`src/rtl/frame_tick_pkg.sv`:
```
package frame_tick_pkg;

    typedef enum logic [1:0] {
        FDC_ROUTE_NONE,
        FDC_ROUTE_NMI,
        FDC_ROUTE_INT
    } fdc_route_e;

    typedef enum logic [1:0] {
        SEQ_IDLE,
        SEQ_LEAD,
        SEQ_SPACE,
        SEQ_DONE
    } seq_state_e;

    localparam logic [7:0] CMD_END_BOOT  = 8'd0;
    localparam logic [7:0] CMD_RESET     = 8'd1;
    localparam logic [7:0] CMD_FDC_NMI   = 8'd2;
    localparam logic [7:0] CMD_FDC_INT   = 8'd3;
    localparam logic [7:0] CMD_FDC_NONE  = 8'd4;
    localparam logic [7:0] CMD_TC_ON     = 8'd5;
    localparam logic [7:0] CMD_TC_OFF    = 8'd6;
    localparam logic [7:0] CMD_VID_ON    = 8'd7;
    localparam logic [7:0] CMD_VID_OFF   = 8'd8;
    localparam logic [7:0] CMD_MOTOR_ON  = 8'd9;
    localparam logic [7:0] CMD_MOTOR_OFF = 8'd10;
    localparam logic [7:0] CMD_BEEP_ON   = 8'd11;
    localparam logic [7:0] CMD_BEEP_OFF  = 8'd12;

endpackage

```
`src/rtl/tick_sequencer.sv`:
```
module tick_sequencer
    import frame_tick_pkg::*;
#(
    parameter int FIRST_LINE    = 2,
    parameter int SPACING_LINES = 52,
    parameter int TICKS         = 6
) (
    input  logic clk,
    input  logic rst_n,
    input  logic frame_strobe,
    input  logic line_strobe,
    output logic tick
);
    localparam int MAXL = (FIRST_LINE > SPACING_LINES) ? FIRST_LINE : SPACING_LINES;
    localparam int LW   = $clog2(MAXL + 1);
    localparam int TW   = $clog2(TICKS + 1);
    localparam logic [LW-1:0] FIRST_M1 = LW'(FIRST_LINE - 1);
    localparam logic [LW-1:0] SPACE_M1 = LW'(SPACING_LINES - 1);
    localparam logic [TW-1:0] TICKS_M1 = TW'(TICKS - 1);

    seq_state_e      state_q, state_d;
    logic [LW-1:0]   line_q, line_d;
    logic [TW-1:0]   num_q, num_d;
    logic            lead_hit, space_hit;

    assign lead_hit  = line_strobe && (line_q == FIRST_M1);
    assign space_hit = line_strobe && (line_q == SPACE_M1);

    always_comb begin
        state_d = state_q;
        line_d  = line_q;
        num_d   = num_q;
        if (frame_strobe) begin
            state_d = SEQ_LEAD;
            line_d  = '0;
            num_d   = '0;
        end else if (line_strobe) begin
            unique case (state_q)
                SEQ_IDLE, SEQ_DONE: ;
                SEQ_LEAD: begin
                    if (lead_hit) begin
                        line_d  = '0;
                        num_d   = TW'(1);
                        state_d = (TICKS == 1) ? SEQ_DONE : SEQ_SPACE;
                    end else begin
                        line_d = line_q + 1'b1;
                    end
                end
                SEQ_SPACE: begin
                    if (space_hit) begin
                        line_d = '0;
                        num_d  = num_q + 1'b1;
                        if (num_q + 1'b1 == TICKS_M1 + 1'b1) state_d = SEQ_DONE;
                    end else begin
                        line_d = line_q + 1'b1;
                    end
                end
            endcase
        end
    end

    always_ff @(posedge clk) begin
        if (!rst_n) begin
            state_q <= SEQ_IDLE;
            line_q  <= '0;
            num_q   <= '0;
        end else begin
            state_q <= state_d;
            line_q  <= line_d;
            num_q   <= num_d;
        end
    end

    always_comb begin
        tick = 1'b0;
        if (!frame_strobe) begin
            unique case (state_q)
                SEQ_IDLE, SEQ_DONE: tick = 1'b0;
                SEQ_LEAD:           tick = lead_hit;
                SEQ_SPACE:          tick = space_hit;
            endcase
        end
    end

endmodule

```
`src/rtl/flyback_gen.sv`:
```
module flyback_gen #(
    parameter int FLY_LINES    = 16,
    parameter int PULSE_CYCLES = 4
) (
    input  logic clk,
    input  logic rst_n,
    input  logic frame_strobe,
    input  logic line_strobe,
    output logic flyback
);
    localparam int FW = $clog2(FLY_LINES + 1);
    localparam int PW = $clog2(PULSE_CYCLES + 1);
    localparam logic [FW-1:0] FLY_M1 = FW'(FLY_LINES - 1);

    logic          frame_fly_q;
    logic [FW-1:0] fly_lines_q;
    logic [PW-1:0] pulse_q;

    always_ff @(posedge clk) begin
        if (!rst_n) begin
            frame_fly_q <= 1'b0;
            fly_lines_q <= '0;
        end else if (frame_strobe) begin
            frame_fly_q <= 1'b1;
            fly_lines_q <= '0;
        end else if (line_strobe && frame_fly_q) begin
            if (fly_lines_q == FLY_M1) frame_fly_q <= 1'b0;
            else                       fly_lines_q <= fly_lines_q + 1'b1;
        end
    end

    always_ff @(posedge clk) begin
        if (!rst_n)                pulse_q <= '0;
        else if (line_strobe)      pulse_q <= PW'(PULSE_CYCLES);
        else if (pulse_q != '0)    pulse_q <= pulse_q - 1'b1;
    end

    assign flyback = frame_fly_q || (pulse_q != '0);

endmodule

```
`src/rtl/tick_counter.sv`:
```
module tick_counter #(
    parameter int CNT_W = 4
) (
    input  logic             clk,
    input  logic             rst_n,
    input  logic             tick,
    input  logic             clear,
    output logic [CNT_W-1:0] count
);
    localparam logic [CNT_W-1:0] CNT_MAX = '1;

    always_ff @(posedge clk) begin
        if (!rst_n)                         count <= '0;
        else if (clear)                     count <= tick ? CNT_W'(1) : '0;
        else if (tick && count != CNT_MAX)  count <= count + 1'b1;
    end

endmodule

```
`src/rtl/ctl_cmd_decode.sv`:
```
module ctl_cmd_decode
    import frame_tick_pkg::*;
(
    input  logic       clk,
    input  logic       rst_n,
    input  logic       cmd_wr,
    input  logic [7:0] cmd,
    output fdc_route_e route,
    output logic       tc,
    output logic       video,
    output logic       motor,
    output logic       beep,
    output logic       boot,
    output logic       reset_req
);
    always_ff @(posedge clk) begin
        if (!rst_n) begin
            route     <= FDC_ROUTE_NONE;
            tc        <= 1'b0;
            video     <= 1'b0;
            motor     <= 1'b0;
            beep      <= 1'b0;
            boot      <= 1'b1;
            reset_req <= 1'b0;
        end else begin
            reset_req <= 1'b0;
            if (cmd_wr) begin
                case (cmd)
                    CMD_END_BOOT:  boot      <= 1'b0;
                    CMD_RESET:     reset_req <= 1'b1;
                    CMD_FDC_NMI:   route     <= FDC_ROUTE_NMI;
                    CMD_FDC_INT:   route     <= FDC_ROUTE_INT;
                    CMD_FDC_NONE:  route     <= FDC_ROUTE_NONE;
                    CMD_TC_ON:     tc        <= 1'b1;
                    CMD_TC_OFF:    tc        <= 1'b0;
                    CMD_VID_ON:    video     <= 1'b1;
                    CMD_VID_OFF:   video     <= 1'b0;
                    CMD_MOTOR_ON:  motor     <= 1'b1;
                    CMD_MOTOR_OFF: motor     <= 1'b0;
                    CMD_BEEP_ON:   beep      <= 1'b1;
                    CMD_BEEP_OFF:  beep      <= 1'b0;
                    default: ;
                endcase
            end
        end
    end

endmodule

```
`src/rtl/frame_tick_ctl.sv`:
```
module frame_tick_ctl
    import frame_tick_pkg::*;
#(
    parameter int         FIRST_LINE    = 2,
    parameter int         SPACING_LINES = 52,
    parameter int         TICKS         = 6,
    parameter int         FLY_LINES     = 16,
    parameter int         PULSE_CYCLES  = 4,
    parameter logic [7:0] STATUS_PORT   = 8'hF8,
    parameter logic [7:0] ACK_PORT      = 8'hF4
) (
    input  logic       clk,
    input  logic       rst_n,
    input  logic       line_strobe,
    input  logic       frame_strobe,
    input  logic       fdc_irq,
    input  logic       tall_screen,
    input  logic       io_rd,
    input  logic       io_wr,
    input  logic [7:0] io_addr,
    input  logic [7:0] io_wdata,
    output logic [7:0] io_rdata,
    output logic       cpu_int,
    output logic       cpu_nmi,
    output logic       beep_en,
    output logic       motor_en,
    output logic       fdc_tc,
    output logic       ext_video_en,
    output logic       boot_mode,
    output logic       sys_reset_req
);
    localparam int CNT_W = 4;

    logic             seq_tick;
    logic             flyback;
    logic             rd_status, rd_ack, wr_cmd;
    logic [CNT_W-1:0] tick_cnt;
    logic [7:0]       status;
    fdc_route_e       route;

    assign rd_status = io_rd && (io_addr == STATUS_PORT);
    assign rd_ack    = io_rd && (io_addr == ACK_PORT);
    assign wr_cmd    = io_wr && (io_addr == STATUS_PORT);

    tick_sequencer #(
        .FIRST_LINE    (FIRST_LINE),
        .SPACING_LINES (SPACING_LINES),
        .TICKS         (TICKS)
    ) u_seq (
        .clk          (clk),
        .rst_n        (rst_n),
        .frame_strobe (frame_strobe),
        .line_strobe  (line_strobe),
        .tick         (seq_tick)
    );

    flyback_gen #(
        .FLY_LINES    (FLY_LINES),
        .PULSE_CYCLES (PULSE_CYCLES)
    ) u_fly (
        .clk          (clk),
        .rst_n        (rst_n),
        .frame_strobe (frame_strobe),
        .line_strobe  (line_strobe),
        .flyback      (flyback)
    );

    tick_counter #(.CNT_W(CNT_W)) u_cnt (
        .clk   (clk),
        .rst_n (rst_n),
        .tick  (seq_tick),
        .clear (rd_ack),
        .count (tick_cnt)
    );

    ctl_cmd_decode u_dec (
        .clk       (clk),
        .rst_n     (rst_n),
        .cmd_wr    (wr_cmd),
        .cmd       (io_wdata),
        .route     (route),
        .tc        (fdc_tc),
        .video     (ext_video_en),
        .motor     (motor_en),
        .beep      (beep_en),
        .boot      (boot_mode),
        .reset_req (sys_reset_req)
    );

    assign status   = {1'b0, flyback, fdc_irq, tall_screen, tick_cnt};
    assign io_rdata = (rd_status || rd_ack) ? status : 8'h00;
    assign cpu_int  = (tick_cnt != '0) || (fdc_irq && route == FDC_ROUTE_INT);
    assign cpu_nmi  = fdc_irq && (route == FDC_ROUTE_NMI);

endmodule

```
`config.mk`:
```
export PLATFORM = sky130hd
export DESIGN_NAME = frame_tick_ctl
export DESIGN_NICKNAME = d
export VERILOG_FILES = /design/src/rtl/frame_tick_pkg.sv /design/src/rtl/tick_sequencer.sv /design/src/rtl/flyback_gen.sv /design/src/rtl/tick_counter.sv /design/src/rtl/ctl_cmd_decode.sv /design/src/rtl/frame_tick_ctl.sv
export SDC_FILE = /design/constraint.sdc
export NUM_CORES = 1
export LEC_CHECK = 0
export ABC_AREA = 1
export CORE_ASPECT_RATIO = 1.75
export CORE_MARGIN = 4
export CORE_UTILIZATION = 40
export DETAILED_ROUTE_END_ITERATION = 16
export HOLD_SLACK_MARGIN = 0.15
export PLACE_DENSITY = 0.64
export SYNTH_ARGS = -nofsm -noshare
export SYNTH_HDL_FRONTEND = slang
export SYNTH_SLANG_ARGS = --single-unit
```
`constraint.sdc`:
```
create_clock -name clk -period 2.1 [get_ports clk]
set_clock_uncertainty 0.1 [all_clocks]
set_input_delay 0.315 -clock clk [delete_from_list [all_inputs] [get_ports clk]]
set_output_delay 0.315 -clock clk [all_outputs]
set_load 0.01 [all_outputs]
```
==> results.json <==
{
  "async_reset_ff_share_pct": 0,
  "antenna_left": 0,
  "drive_above_1_share_pct": 12.5,
  "synth_most_common_cell": "nand2_1",
  "setup_viol": 0,
  "min_path_type": "reg2reg",
  "peakVddDrop_mv": 0.543,
  "synth_area_per_cell_sq_um": 6.52,
  "antenna_found_initial": 0,
  "synth-edff-count": 0,
  "dieArea_sq_um": 6210,
  "vias": 2090,
  "die_width_um": 61.3,
  "clk_pin_slew_ns": 0.07,
  "port_buffers": 38,
  "finalCritPeriodShare_pct": 96.4,
  "routabilityCongestion": 0.805,
  "wl_per_cell_um": 11.8,
  "nFillCells": 469,
  "max_clock_freq_ghz": 0.494,
  "grt_overflow_total": 0,
  "die_h_um": 101,
  "synth.top_cells.by_count": "nand2_1 (68), inv_1 (50), nor2_1 (39)",
  "layout_min_cycle_time_ns": 2.02,
  "diodes": 0,
  "coreArea_sq_um": 4750,
  "dp_cells": 402,
  "grt_usage_pct": 17.0,
  "grt_max_degree": 13,
  "drt-total-wl_mm": 4.86,
  "cp.required_ns": 1.68,
  "rows": 33,
  "power_density_nw_per_um2": 503,
  "htree_levels": 2,
  "crit_chain": "clkdlybuf4s50_1 > nand2_1 > nor2_4 > nand4_1 > buf_4 > a21oi_1 > clkbuf_2",
  "grt_pass1_vias": 1996,
  "instances_no_fill": 413,
  "syn_to_final_growth_pct": 31.5,
  "start_util_pct": 41.9,
  "drt-vias-per-instance": 5.06,
  "netlist_area_sq_um": 1990,
  "cp_slowest_cell": "clkdlybuf4s50_1",
  "finalMaxSlewViolations": 0,
  "dp_hpwl_mm": 3.78,
  "drcViolationCount": 0,
  "nets": 397,
  "synth_cell_types": 25,
  "worstSetupEndpointType": "output port",
  "critical-path-max-stage-delay_ns": 0.47,
  "first_pass_iters": 4,
  "crit_fanout": 6,
  "seq_area_frac_synth_pct": 32.2,
  "grt_setup_unrepaired": "no",
  "hold_buffers": 0,
  "cts_buffer_depth": 2,
  "synthFlopType": "dfxtp_1",
  "grt_pass1_wl_mm": 8.18,
  "cp-start-kind": "input port",
  "synthTopCellsByArea": "dfxtp_1 (32%), nand2_1 (13%), inv_1 (9.4%)",
  "crit_family": "buffers and inverters",
  "ys_ff_latch": 32,
  "p_leak_uw": 0.00112,
  "arrival_ns": 1.61,
  "cts.sinks": 32,
  "min_path_cells": 2,
  "cts_root_buffer": "clkbuf_8",
  "cts_buffers": 5,
  "synth.top_cell.area_share_pct": 32.2,
  "status": "complete, no violations",
  "io_pins": 40,
  "final.setup.tns_ns": 0,
  "final_util_pct": 55.1,
  "synthCells": 305,
  "yosysWarnings": 0,
  "crit_cells": 7,
  "r2r_cells": 10,
  "clk_latency_ns": 0.28,
  "synth_nets": 342,
  "dr.first_iter.drc_count": 92,
  "crit_buf_inv": 3,
  "finalHoldViolations": 0,
  "maxCapViolCount": 0,
  "cts_tree": "built",
  "synth_top_area_cell": "dfxtp_1",
  "path_class": "in2out"
}
## worst paths after layout
| kind | from | to | slack (ns) |
|---|---|---|---|
| max | io_addr[4] | io_rdata[1] | 0.08 |
| min | u_dec.boot$_SDFFE_PN1P_ | u_dec.boot$_SDFFE_PN1P_ | 0.36 |
| max reg2reg | u_fly.fly_lines_q[0]$_SDFFE_PP0P_ | u_fly.fly_lines_q[3]$_SDFFE_PP0P_ | 0.39 |
| min reg2reg | u_dec.boot$_SDFFE_PN1P_ | u_dec.boot$_SDFFE_PN1P_ | 0.36 |
## registers in the layout, summed over array words and instances, names as in the netlist, 2 cells and up
register and flops:
u_seq.num_q 3, u_dec.route 2, u_seq.line_q 6, u_cnt.count 4, u_seq.state_q 2, u_fly.pulse_q 3
u_fly.fly_lines_q 5
## per-layer routing
metal | up-vias | track usage [%] | wire (um)
li1 | 1079 | - | -
met1 | 943 | 17.3 | 1890
met2 | 57 | 31.0 | 2510
met3 | 11 | 3.57 | 327
met4 | 0 | 8.68 | 129
met5 | - | 0 | 0
## tightest hold or removal path: cells and delay by family (launching register included)
kind             cells  cell delay (ns)
flip-flops           1             0.32
AND/OR/NAND/NOR      2             0.10
## where the power goes
group	internal [uW]	total (uW)	switching (uW)
clock network	261	489	227
registers	619	627	7.67
logic	92.1	200	108
total	972	1320	343
## per-stage QoR
stage | hold slack (ns) | cell area, sq um | setup slack (ns) | power, uW
2_1_floorplan | 0.284 | 1990 | 0.532 | 742
3_3_place_gp | 0.339 | 2500 | -0.333 | 832
3_5_place_dp | 0.342 | 2500 | -0.358 | 833
4_1_cts | 0.354 | 2640 | 0.00122 | 1330
5_1_grt | 0.375 | 2620 | 0.0165 | 1380
6_report | 0.356 | 2620 | 0.0766 | 1320
## logic make-up after synthesis
| kind of cell | Yosys count | synth area share (%) |
|---|---|---|
| compound gates | 46 | 12.5 |
| xor+xnor | 6 | 2.64 |
| fa+ha+maj | 13 | 8.18 |
| buf+inv | 57 | 11.3 |
| flops | 32 | 32.2 |
| other cells | 1 | 0.188 |
| simple gates | 150 | 33.1 |
## repair_timing
action                                  4_1_cts  5_1_grt
buffers inserted                              3        0
gates resized for setup                      16       15
endpoints found under the setup margin        7        8
pin swaps                                     2        0
## cell type report
cell class	instances	area (sq um)	share of cell area, %
multi-input cells	216	1150	44.1
flip-flops and latches	32	642	24.5
repair buffers	52	463	17.7
inverters	53	199	7.60
clock buffers	6	82.6	3.16
well taps	52	65.1	2.49
clock inverters	2	10.0	0.383
## placed cells by master (no fill, tap or decap), drive strengths merged, types with 2 or more instances in the layout
cell type       n
a21oi          30
buf            16
clkbuf         11
clkdlybuf4s50  31
clkinv          2
dfxtp          32
ha             13
inv            53
nand2          68
nand3          21
nand4          10
nor2           44
nor3            6
o211ai          4
o21ai           9
xnor2           3
xor2            3
Note: power is estimated with default switching activity, not from simulation.
